$ cat src/rtl/pirq_pkg.sv
// Package: shared constants, types and field placement for the interrupt pin router.
// Assumes four pins, sixteen ISA lines, and nibble-wide routing fields.
package pirq_pkg;
    localparam int NUM_PINS  = 4;
    localparam int NUM_LINES = 16;
    localparam int SEL_W     = $clog2(NUM_LINES);
    localparam int NUM_REGS  = 3;
    localparam int BYTE_W    = 2 * SEL_W;

    typedef logic [SEL_W-1:0]  sel_t;
    typedef logic [BYTE_W-1:0] byte_t;

    // Which routing byte holds the field for a given pin (0 = base address).
    function automatic int field_byte(input int pin);
        case (pin)
            0:       return 0;
            1:       return 1;
            2:       return 1;
            default: return 2;
        endcase
    endfunction

    // Whether the field sits in the upper nibble of its byte.
    function automatic bit field_upper(input int pin);
        return (pin != 1);
    endfunction
endpackage

$ cat src/rtl/pirq_regfile.sv
// Module: three byte-wide routing registers behind an address/strobe port.
// Assumes a contiguous window of NUM_REGS bytes starting at BASE_ADDR;
// addresses outside the window read as zero and are not written.
module pirq_regfile
    import pirq_pkg::*;
#(
    parameter int          ADDR_W    = 8,
    parameter logic [ADDR_W-1:0] BASE_ADDR = 8'h55
) (
    input  logic                       clk,
    input  logic                       rst_n,
    input  logic [ADDR_W-1:0]          reg_addr,
    input  logic                       reg_we,
    input  byte_t                      reg_wdata,
    output byte_t                      reg_rdata,
    output logic [NUM_REGS-1:0][BYTE_W-1:0] regs
);
    localparam int IDX_W = (NUM_REGS > 1) ? $clog2(NUM_REGS) : 1;

    logic [ADDR_W-1:0] offset;
    logic              in_window;
    logic [IDX_W-1:0]  idx;

    // Decode the address into a window hit and a byte index.
    always_comb begin
        offset    = reg_addr - BASE_ADDR;
        in_window = (reg_addr >= BASE_ADDR) && (offset < ADDR_W'(NUM_REGS));
        idx       = offset[IDX_W-1:0];
    end

    // Store each routing byte on a write that hits it.
    for (genvar r = 0; r < NUM_REGS; r++) begin : g_byte
        always_ff @(posedge clk) begin
            if (!rst_n)
                regs[r] <= '0;
            else if (reg_we && in_window && (idx == IDX_W'(r)))
                regs[r] <= reg_wdata;
        end

        p_write_lands_r2: assert property (@(posedge clk) disable iff (!rst_n)
            (reg_we && reg_addr == BASE_ADDR + ADDR_W'(r)) |=> (regs[r] == $past(reg_wdata)))
            else $error("routing byte %0d did not take written data", r);

        p_hold_unwritten_r3: assert property (@(posedge clk) disable iff (!rst_n)
            !(reg_we && reg_addr == BASE_ADDR + ADDR_W'(r)) |=> $stable(regs[r]))
            else $error("routing byte %0d changed without a write", r);
    end

    // Return the addressed byte, or zero outside the window.
    always_comb begin
        reg_rdata = '0;
        if (in_window)
            reg_rdata = regs[idx];
    end
endmodule

$ cat src/rtl/pirq_field_map.sv
// Module: pulls each pin's 4-bit routing field out of the unevenly packed bytes.
// Assumes the placement given by field_byte/field_upper in the package;
// nibbles not named there are storage only.
module pirq_field_map
    import pirq_pkg::*;
(
    input  logic [NUM_REGS-1:0][BYTE_W-1:0] regs,
    output logic [NUM_PINS-1:0][SEL_W-1:0]  sel
);
    for (genvar p = 0; p < NUM_PINS; p++) begin : g_pin
        localparam int  BI = field_byte(p);
        localparam bit  UP = field_upper(p);
        if (UP) begin : g_hi
            // Field in the upper nibble.
            assign sel[p] = regs[BI][BYTE_W-1:SEL_W];
        end else begin : g_lo
            // Field in the lower nibble.
            assign sel[p] = regs[BI][SEL_W-1:0];
        end
    end

    // Storage-only nibbles are consumed here on purpose.
    logic unused_nibbles;
    assign unused_nibbles = ^{regs[0][SEL_W-1:0], regs[2][SEL_W-1:0]};
endmodule

$ cat src/rtl/pirq_or_matrix.sv
// Module: ORs every asserted pin onto the line its field selects, then registers it.
// Assumes every field value is a legal line number (SEL_W covers NUM_LINES).
module pirq_or_matrix
    import pirq_pkg::*;
(
    input  logic                           clk,
    input  logic                           rst_n,
    input  logic [NUM_PINS-1:0]            pin_lvl,
    input  logic [NUM_PINS-1:0][SEL_W-1:0] sel,
    output logic [NUM_LINES-1:0]           irq_q
);
    logic [NUM_LINES-1:0] hit;

    for (genvar l = 0; l < NUM_LINES; l++) begin : g_line
        // A line is hit when any asserted pin selects it.
        always_comb begin
            hit[l] = 1'b0;
            for (int p = 0; p < NUM_PINS; p++)
                if (pin_lvl[p] && (sel[p] == SEL_W'(l)))
                    hit[l] = 1'b1;
        end
    end

    // Register the combined line levels.
    always_ff @(posedge clk) begin
        if (!rst_n)
            irq_q <= '0;
        else
            irq_q <= hit;
    end

    p_quiet_pins_r9: assert property (@(posedge clk) disable iff (!rst_n)
        (pin_lvl == '0) |=> (irq_q == '0))
        else $error("ISA line high with no pin asserted");

    p_lines_bounded_r11: assert property (@(posedge clk) disable iff (!rst_n)
        1'b1 |=> ($countones(irq_q) <= $countones($past(pin_lvl))))
        else $error("more ISA lines high than pins asserted one cycle earlier");

    p_any_pin_lights_r8: assert property (@(posedge clk) disable iff (!rst_n)
        (pin_lvl != '0) |=> (irq_q != '0))
        else $error("asserted pin reached no ISA line");
endmodule

$ cat src/rtl/pirq_router.sv
// Module: top of the PCI interrupt pin router.
// Assumes synchronous active-low reset; outputs trail inputs by one clock.
module pirq_router
    import pirq_pkg::*;
#(
    parameter int                ADDR_W    = 8,
    parameter logic [ADDR_W-1:0] BASE_ADDR = 8'h55
) (
    input  logic                 clk,
    input  logic                 rst_n,
    input  logic [NUM_PINS-1:0]  pin_lvl,
    input  logic [ADDR_W-1:0]    reg_addr,
    input  logic                 reg_we,
    input  logic [BYTE_W-1:0]    reg_wdata,
    output logic [BYTE_W-1:0]    reg_rdata,
    output logic [NUM_LINES-1:0] irq_out
);
    logic [NUM_REGS-1:0][BYTE_W-1:0] regs;
    logic [NUM_PINS-1:0][SEL_W-1:0]  sel;

    pirq_regfile #(.ADDR_W(ADDR_W), .BASE_ADDR(BASE_ADDR)) u_regs (
        .clk       (clk),
        .rst_n     (rst_n),
        .reg_addr  (reg_addr),
        .reg_we    (reg_we),
        .reg_wdata (reg_wdata),
        .reg_rdata (reg_rdata),
        .regs      (regs)
    );

    pirq_field_map u_map (
        .regs (regs),
        .sel  (sel)
    );

    pirq_or_matrix u_or (
        .clk     (clk),
        .rst_n   (rst_n),
        .pin_lvl (pin_lvl),
        .sel     (sel),
        .irq_q   (irq_out)
    );

    p_outside_reads_zero_r3: assert property (@(posedge clk) disable iff (!rst_n)
        (reg_addr < BASE_ADDR || reg_addr > BASE_ADDR + ADDR_W'(NUM_REGS - 1)) |-> (reg_rdata == '0))
        else $error("read outside the routing window returned data");
endmodule

$ cat config.mk
export PLATFORM = sky130hd
export DESIGN_NAME = pirq_router
export DESIGN_NICKNAME = d
export VERILOG_FILES = /design/src/rtl/pirq_pkg.sv /design/src/rtl/pirq_regfile.sv /design/src/rtl/pirq_field_map.sv /design/src/rtl/pirq_or_matrix.sv /design/src/rtl/pirq_router.sv
export SDC_FILE = /design/constraint.sdc
export NUM_CORES = 1
export LEC_CHECK = 0
export ABC_AREA = 1
export BUFFER_PORTS_ARGS = -buffer_cell sky130_fd_sc_hd__buf_4
export CELL_PAD_IN_SITES_DETAIL_PLACEMENT = 1
export CELL_PAD_IN_SITES_GLOBAL_PLACEMENT = 2
export CORE_MARGIN = 2
export CORE_UTILIZATION = 29
export CTS_CLUSTER_SIZE = 8
export DETAILED_ROUTE_END_ITERATION = 10
export PLACE_DENSITY_LB_ADDON = 0.1
export SLEW_MARGIN = 15
export SYNTH_ARGS = -nofsm -noshare
export SYNTH_HDL_FRONTEND = slang
export SYNTH_HIERARCHICAL = 1
export SYNTH_SLANG_ARGS = --single-unit
$ cat constraint.sdc
create_clock -name clk -period 3 [get_ports clk]
set_input_delay 0.75 -clock clk [delete_from_list [all_inputs] [get_ports clk]]
set_output_delay 0.75 -clock clk [all_outputs]
set_load 0.05 [all_outputs]
==> key figures <==
Outcome
  • Status: completed

Worst setup path
  • Slowest cell delay on critical path: 0.27 ns
  • CP required: between 2 and 2.5 ns
  • CP max stage cell: or2_4
  • WP data arrival: roughly 2.1 ns
  • Critical path launch point type: primary input
  • CP endpoint kind: output pin
  • Critical path cell sequence: buf_4 > clkinv_2 > ha_1 > or2_4 > nor2_8 > nand2_1 > buf_4 > nor2_2 > buf_4
  • CP top delay family: simple AND/OR/NAND/NOR gates
  • Crit path max fanout: 8
  • Setup CP Type: in -> out
  • CP bufs+invs: 4
  • Crit-path most repeated cell: buf_4

Die
  • Num rows: 34
  • Die X: 99.8 µm
  • Die Y: roughly 100 µm
  • Ports: 47
  • Initial core utilization: 0.302
  • Core area: 8810 µm²
  • Die area: between 9000 and 10000 µm²

Power
  • Switch share: 0.250
  • Sequential fraction of design power: 0.489
  • Clock share of power: 0.425
  • Max IR drop VDD: 0.156 mV
  • Gate power share: 0.086
  • Overall Power: between 1 and 1.5 mW
  • Psw: 0.272 mW
  • Power per standard cell area: around 350 nW/µm²
  • Pint: 0.817 mW
  • Leak: between 1.5 and 2 nW

Timing
  • Final hold viol count: 0
  • Layout Skew: about 0.0065 ns
  • Finish-stage setup viols: 0
  • Max-slew violations: 0
  • Setup repair after global routing missed its margin: false
  • Crit path time final: ~2.8 ns
  • Worst Tran Pin Value: ~0.59 ns
  • Fmax: roughly 350 MHz
  • Setup ws final: between 0.15 and 0.2 ns
  • Tcrit/Tclk final: 0.945
  • Final hold slack: roughly 0.52 ns
  • Max transition margin: 0.609

Yosys
  • Register area share after synthesis: 0.301
  • Compound-cell area share of the yosys netlist: 0.0409
  • Synth Area in Simple Gates: 0.477
  • Ys Warns: 6
  • Syn Inst Count: between 400 and 500
  • Area share of fa/ha/maj cells after synthesis: 0.0188
  • Mux contribution to synthesized area: 0
  • XOR/XNOR Fraction of Synth Area: 0
  • Syn Nets: between 400 and 500
  • Post-Syn Area: 2660 µm²
  • Cell variety after synth: 22
  • Largest family of logic cells by synthesized area: simple AND/OR/NAND/NOR gates
  • Syn_area_per_cell: roughly 6 µm²
  • Synth Register Bits: 40

Detailed routing
  • Routed WL: 7770 µm
  • Iter 0 DRT Violations: 48
  • WL per Instance: roughly 13 µm
  • Vias: 2593
  • Post-route antenna net violation count: 0
  • Residual DRC: 0
  • Routed vias/inst: 4.50
  • DR pass1 iterations: 4

Layout
  • Final cell count without fillers: 576
  • Layout net count: 494
  • Ratio of cells with drive above 1 in the final layout: 0.197
  • Commonest non-fill, non-tap cell in the layout: nand2_1
  • Layout fillers: about 1200
  • Ant diodes: 0
  • Area Overhead vs Synth: 16.0%
  • Final instance area: approximately 3100 µm²
  • Commonest non-fill, non-tap cells in the layout: nand2_1 (136), nor2_1 (102), buf_4 (51), inv_1 (49), dfxtp_1 (40)

Clock network
  • CTS resizes: 0
  • Post-CTS Setup Bufs: 0
  • Clk buf depth: 2
  • CTS buffer count: 5
  • Clock Latency Late Sink: 0.29 ns
  • CTS Sinks: 40
  • Root buffer cell: clkbuf_8
  • Hold-fix buffers, CTS: 0
  • Clock-pin transition on the worst setup and hold timing paths: roughly 0.080 ns
  • CTS H-tree lvls: 2
  • CTS tree: done

GRT
  • Initial antenna violation count: 0
  • Total Routing Usage GR: 0.167
  • Largest net degree at the start of global routing: 26
  • First-pass GRT wire length: 13100 µm
  • Vias in the first global route: between 2000 and 3000
  • GR Overflow Total: 0

Placement
  • Dpl hpwl: between 6000 and 7000 µm
  • Routability cong.: about 0.84
  • Port Buffers: 46
  • Setup slack at placement: around 0.15 ns
  • Post-Place Cells: about 570
  • Placed Instance Area: slightly below 3000 µm²

Min path
  • Hold crit path type: reg -> reg

Job
  • Max_cap viols: 0
## logic make-up after synthesis
family	count (synthesis)
compound gates	17
simple gates	295
fa+ha+maj	4
buf+inv	81
flops	40
## sequential cells by signal (all words and copies together) (netlist names)
register	cells
u_regs/regs	24
u_or/irq_q	16
## tightest hold or removal path, stage by stage (launching register included)
cell	delay (ns)
dfxtp_1	0.32
inv_1	0.05
nand2_1	0.04
nand2_1	0.05
nor2_1	0.03
## stage by stage
step	setup TNS, ns	utilization
global route	0	0.350
CTS	0	0.350
global placement	0	0.337
detailed placement	0	0.337
floorplan	-0.404	-
finish	0	0.350
## cell type report
type	count	area, µm²	area share
inverters	53	200	0.0649
well taps	108	135	0.0438
repair buffers	51	383	0.124
flip-flops and latches	40	801	0.260
multi-input cells	316	1450	0.470
clock inverters	3	47.5	0.0154
clock buffers	5	68.8	0.0223
## synth_stat cells, drive strengths merged
library cell / number / area (µm²)
nand2: 141 / 552
nor2: 120 / 489
inv: 52 / 195
dfxtp: 40 / 801
nand3: 30 / 155
buf: 23 / 191
o21ai: 9 / 48.8
a22oi: 8 / 60.1
clkbuf: 5 / 38.8
ha: 4 / 50.1
nand4: 3 / 63.8
clkinv: 1 / 5.00
or2: 1 / 8.76
## power by group through the flow
stage               Clock, mW  Sequential [mW]  Combinational [mW]
finish                  0.463            0.533              0.0932
global placement            0            0.545              0.0935
CTS                     0.484            0.533              0.0955
detailed placement          0            0.545              0.0953
floorplan                   0            0.548              0.0486
global route            0.503            0.533               0.103
## final timing paths
| check | start | to | slack, ns | cells past startpoint |
|---|---|---|---|---|
| worst min register to register | u_regs/regs[17] | u_regs/regs[17] | 0.52 | 4 |
| worst max-delay path | reg_addr[0] | reg_rdata[3] | 0.16 | 9 |
| worst max register to register | u_regs/regs[5] | u_or/irq_q[14] | 1.71 | 6 |
| worst min-delay path | u_regs/regs[17] | u_regs/regs[17] | 0.52 | 4 |
## layer usage
metal / routed length (µm) / up-vias / global-route usage / share of wire
met4: 89 / 0 / 0.0390 / 0.011
met5: 0 / - / 0 / 0
met3: 178 / 6 / 0.0246 / 0.023
met1: 3790 / 1197 / 0.211 / 0.49
li1: - / 1357 / - / -
met2: 3700 / 33 / 0.300 / 0.48
Note: power is estimated with default switching activity, not from simulation.
